File: src/rtl/tod_pkg.sv
// Package: shared field layout, state type and number-format helpers for
// the calendar counter. Assumes all field values fit in 7 bits (0..99).
package tod_pkg;

    localparam int REG_W      = 8;
    localparam int VAL_W      = 7;
    localparam int NUM_FIELDS = 7;

    localparam int F_SEC = 0;
    localparam int F_MIN = 1;
    localparam int F_HR  = 2;
    localparam int F_DOW = 3;
    localparam int F_DOM = 4;
    localparam int F_MON = 5;
    localparam int F_YR  = 6;

    // Binary time state, one field per calendar unit.
    typedef struct packed {
        logic [6:0] yr;
        logic [3:0] mon;
        logic [4:0] dom;
        logic [2:0] dow;
        logic [4:0] hr;
        logic [5:0] min;
        logic [5:0] sec;
    } tod_t;

    typedef logic [NUM_FIELDS-1:0][REG_W-1:0] tod_regs_t;
    typedef logic [NUM_FIELDS-1:0][VAL_W-1:0] tod_vals_t;

    // Binary 0..99 to packed decimal.
    function automatic logic [REG_W-1:0] to_bcd(input logic [VAL_W-1:0] v);
        logic [3:0] tens;
        logic [3:0] units;
        tens  = 4'(v / 7'd10);
        units = 4'(v % 7'd10);
        return {tens, units};
    endfunction

    // Packed decimal to binary 0..99.
    function automatic logic [VAL_W-1:0] from_bcd(input logic [REG_W-1:0] b);
        return (7'(b[7:4]) * 7'd10) + 7'(b[3:0]);
    endfunction

    // Number of days in a month; every fourth year has a long February.
    function automatic logic [4:0] days_in_month(input logic [3:0] mon,
                                                 input logic [6:0] yr);
        logic [4:0] len;
        case (mon)
            4'd2:                      len = (yr[1:0] == 2'b00) ? 5'd29 : 5'd28;
            4'd4, 4'd6, 4'd9, 4'd11:   len = 5'd30;
            default:                   len = 5'd31;
        endcase
        return len;
    endfunction

endpackage

File: src/rtl/tod_counter.sv
// Module: tod_counter
// Holds the binary time state and advances it one second per tick, with
// the full carry chain through the date. A load replaces the whole state
// and takes priority over a tick. Assumes loaded values are in range.
module tod_counter
    import tod_pkg::*;
#(
    parameter int DOW_LAST = 6
) (
    input  logic clk,
    input  logic rst_n,
    input  logic tick_i,
    input  logic load_i,
    input  tod_t load_val_i,
    output tod_t now_o
);

    localparam logic [2:0] DOW_TOP = 3'(DOW_LAST);
    localparam tod_t RESET_VAL = '{yr: 7'd0, mon: 4'd1, dom: 5'd1, dow: 3'd0,
                                   hr: 5'd0, min: 6'd0, sec: 6'd0};

    tod_t       cur_q;
    tod_t       nxt;
    logic [4:0] month_len;
    logic       sec_wrap;
    logic       min_wrap;
    logic       hr_wrap;
    logic       day_wrap;
    logic       mon_wrap;

    // Carry terms: each unit wraps only when all lower units wrap.
    always_comb begin
        month_len = days_in_month(cur_q.mon, cur_q.yr);
        sec_wrap  = (cur_q.sec == 6'd59);
        min_wrap  = sec_wrap && (cur_q.min == 6'd59);
        hr_wrap   = min_wrap && (cur_q.hr == 5'd23);
        day_wrap  = hr_wrap && (cur_q.dom == month_len);
        mon_wrap  = day_wrap && (cur_q.mon == 4'd12);
    end

    // Next state for a one-second advance.
    always_comb begin
        nxt     = cur_q;
        nxt.sec = sec_wrap ? 6'd0 : cur_q.sec + 6'd1;
        if (sec_wrap) begin
            nxt.min = (cur_q.min == 6'd59) ? 6'd0 : cur_q.min + 6'd1;
        end
        if (min_wrap) begin
            nxt.hr = (cur_q.hr == 5'd23) ? 5'd0 : cur_q.hr + 5'd1;
        end
        if (hr_wrap) begin
            nxt.dow = (cur_q.dow == DOW_TOP) ? 3'd0 : cur_q.dow + 3'd1;
            nxt.dom = day_wrap ? 5'd1 : cur_q.dom + 5'd1;
        end
        if (day_wrap) begin
            nxt.mon = (cur_q.mon == 4'd12) ? 4'd1 : cur_q.mon + 4'd1;
        end
        if (mon_wrap) begin
            nxt.yr = (cur_q.yr == 7'd99) ? 7'd0 : cur_q.yr + 7'd1;
        end
    end

    // State register: reset, then load over tick.
    always_ff @(posedge clk) begin
        if (!rst_n) begin
            cur_q <= RESET_VAL;
        end else if (load_i) begin
            cur_q <= load_val_i;
        end else if (tick_i) begin
            cur_q <= nxt;
        end
    end

    assign now_o = cur_q;

    // Time-of-day fields stay in range.
    p_tod_range_r5: assert property (@(posedge clk) disable iff (!rst_n)
        (cur_q.sec < 6'd60) && (cur_q.min < 6'd60) && (cur_q.hr < 5'd24));

    // A seconds wrap carries into minutes.
    p_min_carry_r5: assert property (@(posedge clk) disable iff (!rst_n)
        (tick_i && !load_i && cur_q.sec == 6'd59 && cur_q.min != 6'd59)
        |=> (cur_q.sec == 6'd0) && (cur_q.min == $past(cur_q.min) + 6'd1));

    // Day of month stays within its month.
    p_dom_range_r6: assert property (@(posedge clk) disable iff (!rst_n)
        (cur_q.dom >= 5'd1) && (cur_q.dom <= days_in_month(cur_q.mon, cur_q.yr)));

    // Day-of-week count steps on midnight.
    p_dow_step_r7: assert property (@(posedge clk) disable iff (!rst_n)
        (tick_i && !load_i && cur_q.sec == 6'd59 && cur_q.min == 6'd59 && cur_q.hr == 5'd23)
        |=> cur_q.dow == (($past(cur_q.dow) == DOW_TOP) ? 3'd0 : $past(cur_q.dow) + 3'd1));

    // End of year 99 wraps to 1 January of year 0.
    p_year_wrap_r8: assert property (@(posedge clk) disable iff (!rst_n)
        (tick_i && !load_i && cur_q.yr == 7'd99 && cur_q.mon == 4'd12 && cur_q.dom == 5'd31
         && cur_q.hr == 5'd23 && cur_q.min == 6'd59 && cur_q.sec == 6'd59)
        |=> (cur_q.yr == 7'd0) && (cur_q.mon == 4'd1) && (cur_q.dom == 5'd1));

    // Month stays 1..12.
    p_mon_range_r8: assert property (@(posedge clk) disable iff (!rst_n)
        (cur_q.mon >= 4'd1) && (cur_q.mon <= 4'd12));

    // No strobe, no change.
    p_hold_r10: assert property (@(posedge clk) disable iff (!rst_n)
        (!tick_i && !load_i) |=> $stable(cur_q));

endmodule

File: src/rtl/tod_encode.sv
// Module: tod_encode
// Presents the binary state as seven bytes, in packed decimal or binary,
// with hours folded to 12-hour form plus a PM flag when selected.
// Purely combinational; assumes the state is in range.
module tod_encode
    import tod_pkg::*;
(
    input  tod_t      now_i,
    input  logic      fmt_bin_i,
    input  logic      fmt_24h_i,
    output tod_regs_t regs_o
);

    tod_vals_t  plain;
    logic       pm;
    logic [4:0] hr_fold;

    // Hour folding for 12-hour display.
    always_comb begin
        pm      = (now_i.hr >= 5'd12);
        hr_fold = pm ? (now_i.hr - 5'd12) : now_i.hr;
    end

    // Widen every field to a common value width.
    always_comb begin
        plain        = '0;
        plain[F_SEC] = 7'(now_i.sec);
        plain[F_MIN] = 7'(now_i.min);
        plain[F_HR]  = fmt_24h_i ? 7'(now_i.hr) : 7'(hr_fold);
        plain[F_DOW] = 7'(now_i.dow);
        plain[F_DOM] = 7'(now_i.dom);
        plain[F_MON] = 7'(now_i.mon);
        plain[F_YR]  = now_i.yr;
    end

    for (genvar g = 0; g < NUM_FIELDS; g++) begin : g_field
        logic [REG_W-1:0] coded;
        // Number-format selection per field.
        assign coded = fmt_bin_i ? {1'b0, plain[g]} : to_bcd(plain[g]);
        if (g == F_HR) begin : g_hour
            // PM flag replaces bit 7 in 12-hour form.
            assign regs_o[g] = fmt_24h_i ? coded : {pm, coded[6:0]};
        end else begin : g_plain
            assign regs_o[g] = coded;
        end
    end

endmodule

File: src/rtl/tod_decode.sv
// Module: tod_decode
// Converts seven host bytes in the selected format back into the binary
// state. In 12-hour form bit 7 of the hour byte marks PM and adds 12.
// Purely combinational; assumes legal input values.
module tod_decode
    import tod_pkg::*;
(
    input  tod_regs_t regs_i,
    input  logic      fmt_bin_i,
    input  logic      fmt_24h_i,
    output tod_t      val_o
);

    tod_vals_t  plain;
    logic       pm;
    logic [4:0] hr_full;

    for (genvar g = 0; g < NUM_FIELDS; g++) begin : g_field
        logic [REG_W-1:0] src;
        if (g == F_HR) begin : g_hour
            // Strip the PM flag before number decoding.
            assign src = fmt_24h_i ? regs_i[g] : {1'b0, regs_i[g][6:0]};
        end else begin : g_plain
            assign src = regs_i[g];
        end
        // Number-format selection per field.
        assign plain[g] = fmt_bin_i ? src[6:0] : from_bcd(src);
    end

    // Unfold 12-hour form.
    always_comb begin
        pm      = !fmt_24h_i && regs_i[F_HR][7];
        hr_full = 5'(plain[F_HR]) + (pm ? 5'd12 : 5'd0);
    end

    // Narrow values into the state fields.
    always_comb begin
        val_o.sec = 6'(plain[F_SEC]);
        val_o.min = 6'(plain[F_MIN]);
        val_o.hr  = hr_full;
        val_o.dow = 3'(plain[F_DOW]);
        val_o.dom = 5'(plain[F_DOM]);
        val_o.mon = 4'(plain[F_MON]);
        val_o.yr  = plain[F_YR];
    end

endmodule

File: src/rtl/tod_calendar.sv
// Module: tod_calendar (top)
// Calendar time counter with format conversion on both load and read.
// The state is binary; formats apply only at the edges.
// Assumes loaded bytes are legal in the format selected at the load.
module tod_calendar
    import tod_pkg::*;
#(
    parameter int DOW_LAST = 6
) (
    input  logic       clk,
    input  logic       rst_n,
    input  logic       tick_i,
    input  logic       load_i,
    input  logic       fmt_bin_i,
    input  logic       fmt_24h_i,
    input  logic [7:0] ld_sec_i,
    input  logic [7:0] ld_min_i,
    input  logic [7:0] ld_hr_i,
    input  logic [7:0] ld_dow_i,
    input  logic [7:0] ld_dom_i,
    input  logic [7:0] ld_mon_i,
    input  logic [7:0] ld_yr_i,
    output logic [7:0] sec_o,
    output logic [7:0] min_o,
    output logic [7:0] hr_o,
    output logic [7:0] dow_o,
    output logic [7:0] dom_o,
    output logic [7:0] mon_o,
    output logic [7:0] yr_o
);

    tod_regs_t ld_regs;
    tod_regs_t out_regs;
    tod_t      ld_val;
    tod_t      now;

    // Gather host bytes into field order.
    always_comb begin
        ld_regs        = '0;
        ld_regs[F_SEC] = ld_sec_i;
        ld_regs[F_MIN] = ld_min_i;
        ld_regs[F_HR]  = ld_hr_i;
        ld_regs[F_DOW] = ld_dow_i;
        ld_regs[F_DOM] = ld_dom_i;
        ld_regs[F_MON] = ld_mon_i;
        ld_regs[F_YR]  = ld_yr_i;
    end

    tod_decode i_decode (
        .regs_i    (ld_regs),
        .fmt_bin_i (fmt_bin_i),
        .fmt_24h_i (fmt_24h_i),
        .val_o     (ld_val)
    );

    tod_counter #(.DOW_LAST(DOW_LAST)) i_counter (
        .clk        (clk),
        .rst_n      (rst_n),
        .tick_i     (tick_i),
        .load_i     (load_i),
        .load_val_i (ld_val),
        .now_o      (now)
    );

    tod_encode i_encode (
        .now_i     (now),
        .fmt_bin_i (fmt_bin_i),
        .fmt_24h_i (fmt_24h_i),
        .regs_o    (out_regs)
    );

    assign sec_o = out_regs[F_SEC];
    assign min_o = out_regs[F_MIN];
    assign hr_o  = out_regs[F_HR];
    assign dow_o = out_regs[F_DOW];
    assign dom_o = out_regs[F_DOM];
    assign mon_o = out_regs[F_MON];
    assign yr_o  = out_regs[F_YR];

    // Packed-decimal units digits stay below ten.
    p_bcd_digit_r2: assert property (@(posedge clk) disable iff (!rst_n)
        !fmt_bin_i |-> (sec_o[3:0] <= 4'd9) && (min_o[3:0] <= 4'd9) && (yr_o[3:0] <= 4'd9));

    // Binary form shows the stored value.
    p_bin_value_r3: assert property (@(posedge clk) disable iff (!rst_n)
        fmt_bin_i |-> (sec_o == {2'b00, now.sec}) && (yr_o == {1'b0, now.yr}));

    // PM flag follows the stored hour in 12-hour form.
    p_pm_flag_r4: assert property (@(posedge clk) disable iff (!rst_n)
        !fmt_24h_i |-> (hr_o[7] == (now.hr >= 5'd12)));

    // No flag in 24-hour form.
    p_no_flag_r4: assert property (@(posedge clk) disable iff (!rst_n)
        fmt_24h_i |-> !hr_o[7]);

    // A load stores the decoded bytes, over any tick.
    p_load_store_r9: assert property (@(posedge clk) disable iff (!rst_n)
        load_i |=> (now == $past(ld_val)));

endmodule

File: config.mk
export PLATFORM = sky130hd
export DESIGN_NAME = tod_calendar
export DESIGN_NICKNAME = d
export VERILOG_FILES = /design/src/rtl/tod_pkg.sv /design/src/rtl/tod_counter.sv /design/src/rtl/tod_encode.sv /design/src/rtl/tod_decode.sv /design/src/rtl/tod_calendar.sv
export SDC_FILE = /design/constraint.sdc
export NUM_CORES = 1
export LEC_CHECK = 0
export ABC_AREA = 1
export BUFFER_PORTS_ARGS = -buffer_cell sky130_fd_sc_hd__buf_2
export CAP_MARGIN = 0
export CORE_AREA = 10 10 107 109
export CTS_CLUSTER_SIZE = 28
export DETAILED_ROUTE_END_ITERATION = 8
export DIE_AREA = 0 0 117 119
export HOLD_SLACK_MARGIN = 0.06
export PLACE_DENSITY = 0.77
export SYNTH_ARGS = -nofsm -noshare
export SYNTH_HDL_FRONTEND = slang
export SYNTH_SLANG_ARGS = --single-unit
export TNS_END_PERCENT = 30
File: constraint.sdc
create_clock -name clk -period 7.2 [get_ports clk]
set_input_delay 0.72 -clock clk [delete_from_list [all_inputs] [get_ports clk]]
set_output_delay 0.72 -clock clk [all_outputs]
set_load 0.1 [all_outputs]
; ---- Word-level counts from Yosys, hierarchy flattened
; Index checks and enable logic that the tools add are counted.
[op_classes]
div_mod_pow = 14
n_eq_ne = 12
multipliers = 7
magnitude_cmp = 1
reduce_logical = 19
n_mux = 35
add_sub_neg = 16
[ops]
columns = cell, n
row1 = $mux W8, 10
row2 = $mux W36, 2
row3 = $mux W5, 7
row4 = $mux W6, 5
row5 = $mux W7, 3
row6 = $mux W4, 4
row7 = $div A6 B4 Y7 const B, 2
row8 = $div A7 B4 Y7 const B, 2
row9 = $mod A6 B4 Y7 const B, 2
row10 = $mod A7 B4 Y7 const B, 2
row11 = $add A6 B1 Y6 const B, 2
row12 = $add A6 B4 Y6, 2
row13 = $eq A4 B4 Y1 const B, 3
row14 = $eq A6 B6 Y1 const B, 2
row15 = $reduce_bool A2 Y1, 6
row16 = $add A5 B1 Y5 const B, 2
row17 = $add A5 B4 Y5, 2
row18 = $mul A4 B3 Y5 const B, 2
row19 = $pmux W5 S2, 1
row20 = $reduce_and A2 Y1, 5
row21 = $eq A4 B3 Y1 const B, 2
row22 = $mul A4 B3 Y4 const B, 2
row23 = $add A7 B1 Y7 const B, 1
row24 = $add A7 B4 Y7, 1
row25 = 27 further kinds, 32
[totals]
out_inout_bits = 56
wordCells = 111
ff_bits = 36

; ---- Logic depth before layout (Yosys ltp)
[logic_depth]
depth_word = 9
mapped_depth = 23
depth_no_buf = 23

; ---- Modules after synthesis
; A second synthesis with hierarchy kept.
[unflattened]
hier_cells = 883
area_unflattened_um2 = 5355.1
[by_module_without_submodules]
columns = module, instances, cells_each, area_per_inst_um2, seq_area_each_um2
row1 = tod_counter, 1, 336, 2288.4, 720.7
row2 = tod_encode, 1, 305, 1596.5, 0.0
row3 = tod_decode, 1, 242, 1470.2, 0.0

; ---- Worst setup path after synthesis
; No wires, ideal clock.
[synth_path]
path_type = input to output
from = input fmt_bin_i
to = output mon_o[3]
cell_stages = 6
required_time_ps = 6480
slack_ps = 2385
path_buffers = 2
arrival_ps = 4095
cell_sequence = clkbuf_1 > inv_1 > clkbuf_1 > nand2_1 > inv_1 > o21ai_0
[synth_between]
elab_chain_cells = 1
[synth_lines]
columns = item, line
row1 = "start, declared", tod_calendar.sv:14  ; input logic fmt_bin_i,
row2 = $mux W8, tod_encode.sv:39  ; assign coded = fmt_bin_i ? {1'b0, plain[g]} : to_bcd(plain[g]);
row3 = "end, declared", tod_calendar.sv:28  ; output logic [7:0] mon_o,
; Every way passes these cells.

; ---- Worst setup path in the final report
[layout_path]
from = register i_counter.cur_q (netlist bit i_counter.now_o[14])
to = output hr_o[1]
[layout_between]
elab_chain_cells = 6
[layout_lines]
columns = item, line
row1 = "start, declared", tod_counter.sv:22  ; tod_t cur_q;
row2 = "start signal, assigned", tod_counter.sv:68  ; cur_q <= load_val_i;
row3 = "start signal, assigned", tod_counter.sv:70  ; cur_q <= nxt;
row4 = $sub A5 B4 Y5 or $ge A5 B4 Y1 (tied branches), "tod_encode.sv:21, tod_encode.sv:20"
row5 = $mux W5, tod_encode.sv:21  ; hr_fold = pm ? (now_i.hr - 5'd12) : now_i.hr;
row6 = $mux W5 (*), tod_encode.sv:29  ; plain[F_HR] = fmt_24h_i ? 7'(now_i.hr) : 7'(hr_fold);
row7 = $mod A7 B4 Y7, tod_pkg.sv:36  ; units = 4'(v % 7'd10);
row8 = $mux W8 (*), tod_encode.sv:39
row9 = $mux W8 (*), tod_encode.sv:42  ; assign regs_o[g] = fmt_24h_i ? coded : {pm, coded[6:0]};
row10 = "end, declared", tod_calendar.sv:25  ; output logic [7:0] hr_o,
; Mark *: on every way between the ends. The rest lies on a longest branch, timed or not.

==> reports/metrics.csv <==
metric,value,unit
status,"finished, final reports clean",
Resize count post-CTS,0,
pre-CTS setup slack,3.21,ns
met3 usage,0.0437,
leak pwr,2.85,nW
async set-reset flop share out of synthesis,0,
vias per cell,5.49,
CORE AREA,0.00946,mm2
Main synth FF type,dfxtp_1,
IO Count,118,
Hold Crit Class,reg -> reg,
post-synthesis sequential area ratio,0.143,
Final #Nets,970,
Starting Density,0.532,
Reg2Reg Depth,15,
setup ws final,2.89,ns
die area,0.0139,mm2
max reg flops,36,
Sum Neg Setup Slack,0,ns
gr ovfl total,0,
TritonCTS clock tree,done,
Syn Std Cell Area,0.00503,mm2
final hold violation count,0,
hpwl dp,10800,um
num rows,36,
relative slew slack,0.429,
synthesized instance count,755,
Period minus WS final,4.31,ns
die span in y,119,um
"count leader, synth",nand2_1,
"flops & latches, synth",36,
Yosys cell types,46,
Clock transition at path regs,0.08,ns
Root Buffer,clkbuf_8,
Remaining DRCs,0,
Worst EP arrival,3.59,ns
Post-DRT Antenna Nets,0,
sequential cell area,721,um2
FMAX,232,MHz
share of layout cells above drive strength 1,0.164,
worst skew pair latency,0.29,ns
Max IR drop VDD,0.0953,mV
hold depth,2,
"area leader, netlist",ha_1,
worst-margin pin slew,0.851,ns
die width,117,um
ANT cells,0,
Tot Pwr,1.01,mW
final setup fails,0,
power per cell area,182,mW/mm2
"top cells by area, synth","ha_1 17%, dfxtp_1 14%, o21ai_0 9.2%",
unrepaired setup endpoints after global routing,no,
Global Route Usage Sum,0.190,
Synth top cells by count,"114 x nand2_1, 94 x inv_1, 92 x o21ai_0, 67 x ha_1, 58 x nor2_1",
Max Cap Viol,0,
CTS H-Tree Depth,2,
Slew Limit Fails,0,
routed length per instance,14.2,um
Yosys warnings,0,
final worst-path cycle share,0.599,
met2 Resource Use GR,0.345,
clock tree sinks,36,
Synth-to-Final Area Change,10.4,%
post-synth top area share,0.167,
CTS Hold Bufs,0,
"EDFF count, synth",0,
GR peak layer,met2,
largest net degree at the start of global routing,58,
routed wire length,13500,um
DR iter-0 viols,372,
crit end category,output pin,
# fillers,918,
vias in the first global route,5084,
post-CTS setup buffers,0,
initial antenna violation count,0,
Bufs on Longest Clock Path,2,
global-route wire length before repair,22700,um
startpoint types,register,
Crit Path Class,reg -> out,
gp weighted congestion,0.937,
vias,5202,
IO Port Bufs,100,
Multi-input gate area,0.00371,mm2
syn avg cell area,6.66,um2
Pre-Repair DR Iteration Count,5,
cts bufs inserted,5,
M1 GR Usage,0.220,
Worst Skew,0.00998,ns
Crit Path Max Fanout,8,
"Req. time, crit path",6.48,ns
## layout make-up
type,count,area share
Clock buffer,5,0.0124
Clock inverter,3,0.00338
Inverter,103,0.0696
Multi-Input combinational cell,586,0.668
Sequential cell,36,0.130
Tap cell,114,0.0257
Timing Repair Buffer,101,0.0914
## worst max-delay path, stage by stage (launching register included)
cell	delay [ns]
dfxtp_1	0.50
ha_1	0.25
nand2_1	0.06
nand3_1	0.07
nand2_1	0.11
xor2_1	0.19
inv_1	0.11
nand2_1	0.08
ha_1	0.20
inv_1	0.06
nand2_1	0.08
inv_1	0.09
nand2_1	0.08
nand2_1	0.08
inv_1	0.05
ha_1	0.18
or2_1	0.26
nand3_1	0.11
nand2_1	0.10
xor2_1	0.17
buf_2	0.45
## layout by cell type, fill, tap and decap left out, types with 33 or more instances in the layout
cell	count
nor2_1	58
nand2_1	114
inv_1	93
nand3_1	45
ha_1	67
dfxtp_1	36
xor2_1	33
o21ai_0	92
a21oi_1	44
buf_2	100
## where the power goes
| group | internal [mW] | total (mW) | switching, mW |
|---|---|---|---|
| combinational | 0.152 | 0.627 | 0.475 |
| clock | 0.0675 | 0.147 | 0.0793 |
| sequential | 0.215 | 0.239 | 0.0239 |
## per-stage QoR
stage,cell area (um2),hold WS (ns),instances,utilization
finish,5560,0.519,948,0.587
global route,5560,0.561,948,0.587
CTS,5560,0.522,948,0.587
detailed placement,5470,0.509,940,0.578
global placement,5470,0.494,940,0.578
floorplan,5080,0.475,767,-
## final timing paths
kind	start	to	slack, ns
max	i_counter.now_o[14]	hr_o[1]	2.89
min	i_counter.now_o[17]	i_counter.now_o[17]	0.52
max reg2reg	i_counter.now_o[25]	i_counter.now_o[31]	4.80
min reg2reg	i_counter.now_o[17]	i_counter.now_o[17]	0.52
## logic make-up (layout without fill, tap and decap cells)
logic type	count (synthesis)	count (layout)	share of synthesized area
buf+inv	145	212	0.128
other cells	1	13	0.000745
flops	36	36	0.143
mux	1	1	0.00199
xor+xnor	50	50	0.0870
fa+ha+maj	75	75	0.198
simple gates	251	251	0.220
compound gates	196	196	0.221
## per-layer routing
layer | vias to the layer above | routed length (um)
met5 | - | 0
met4 | 0 | 136
met3 | 14 | 810
met2 | 123 | 6780
met1 | 2410 | 5720
li1 | 2655 | -
No activity file was read; power rests on OpenSTA's default activity.
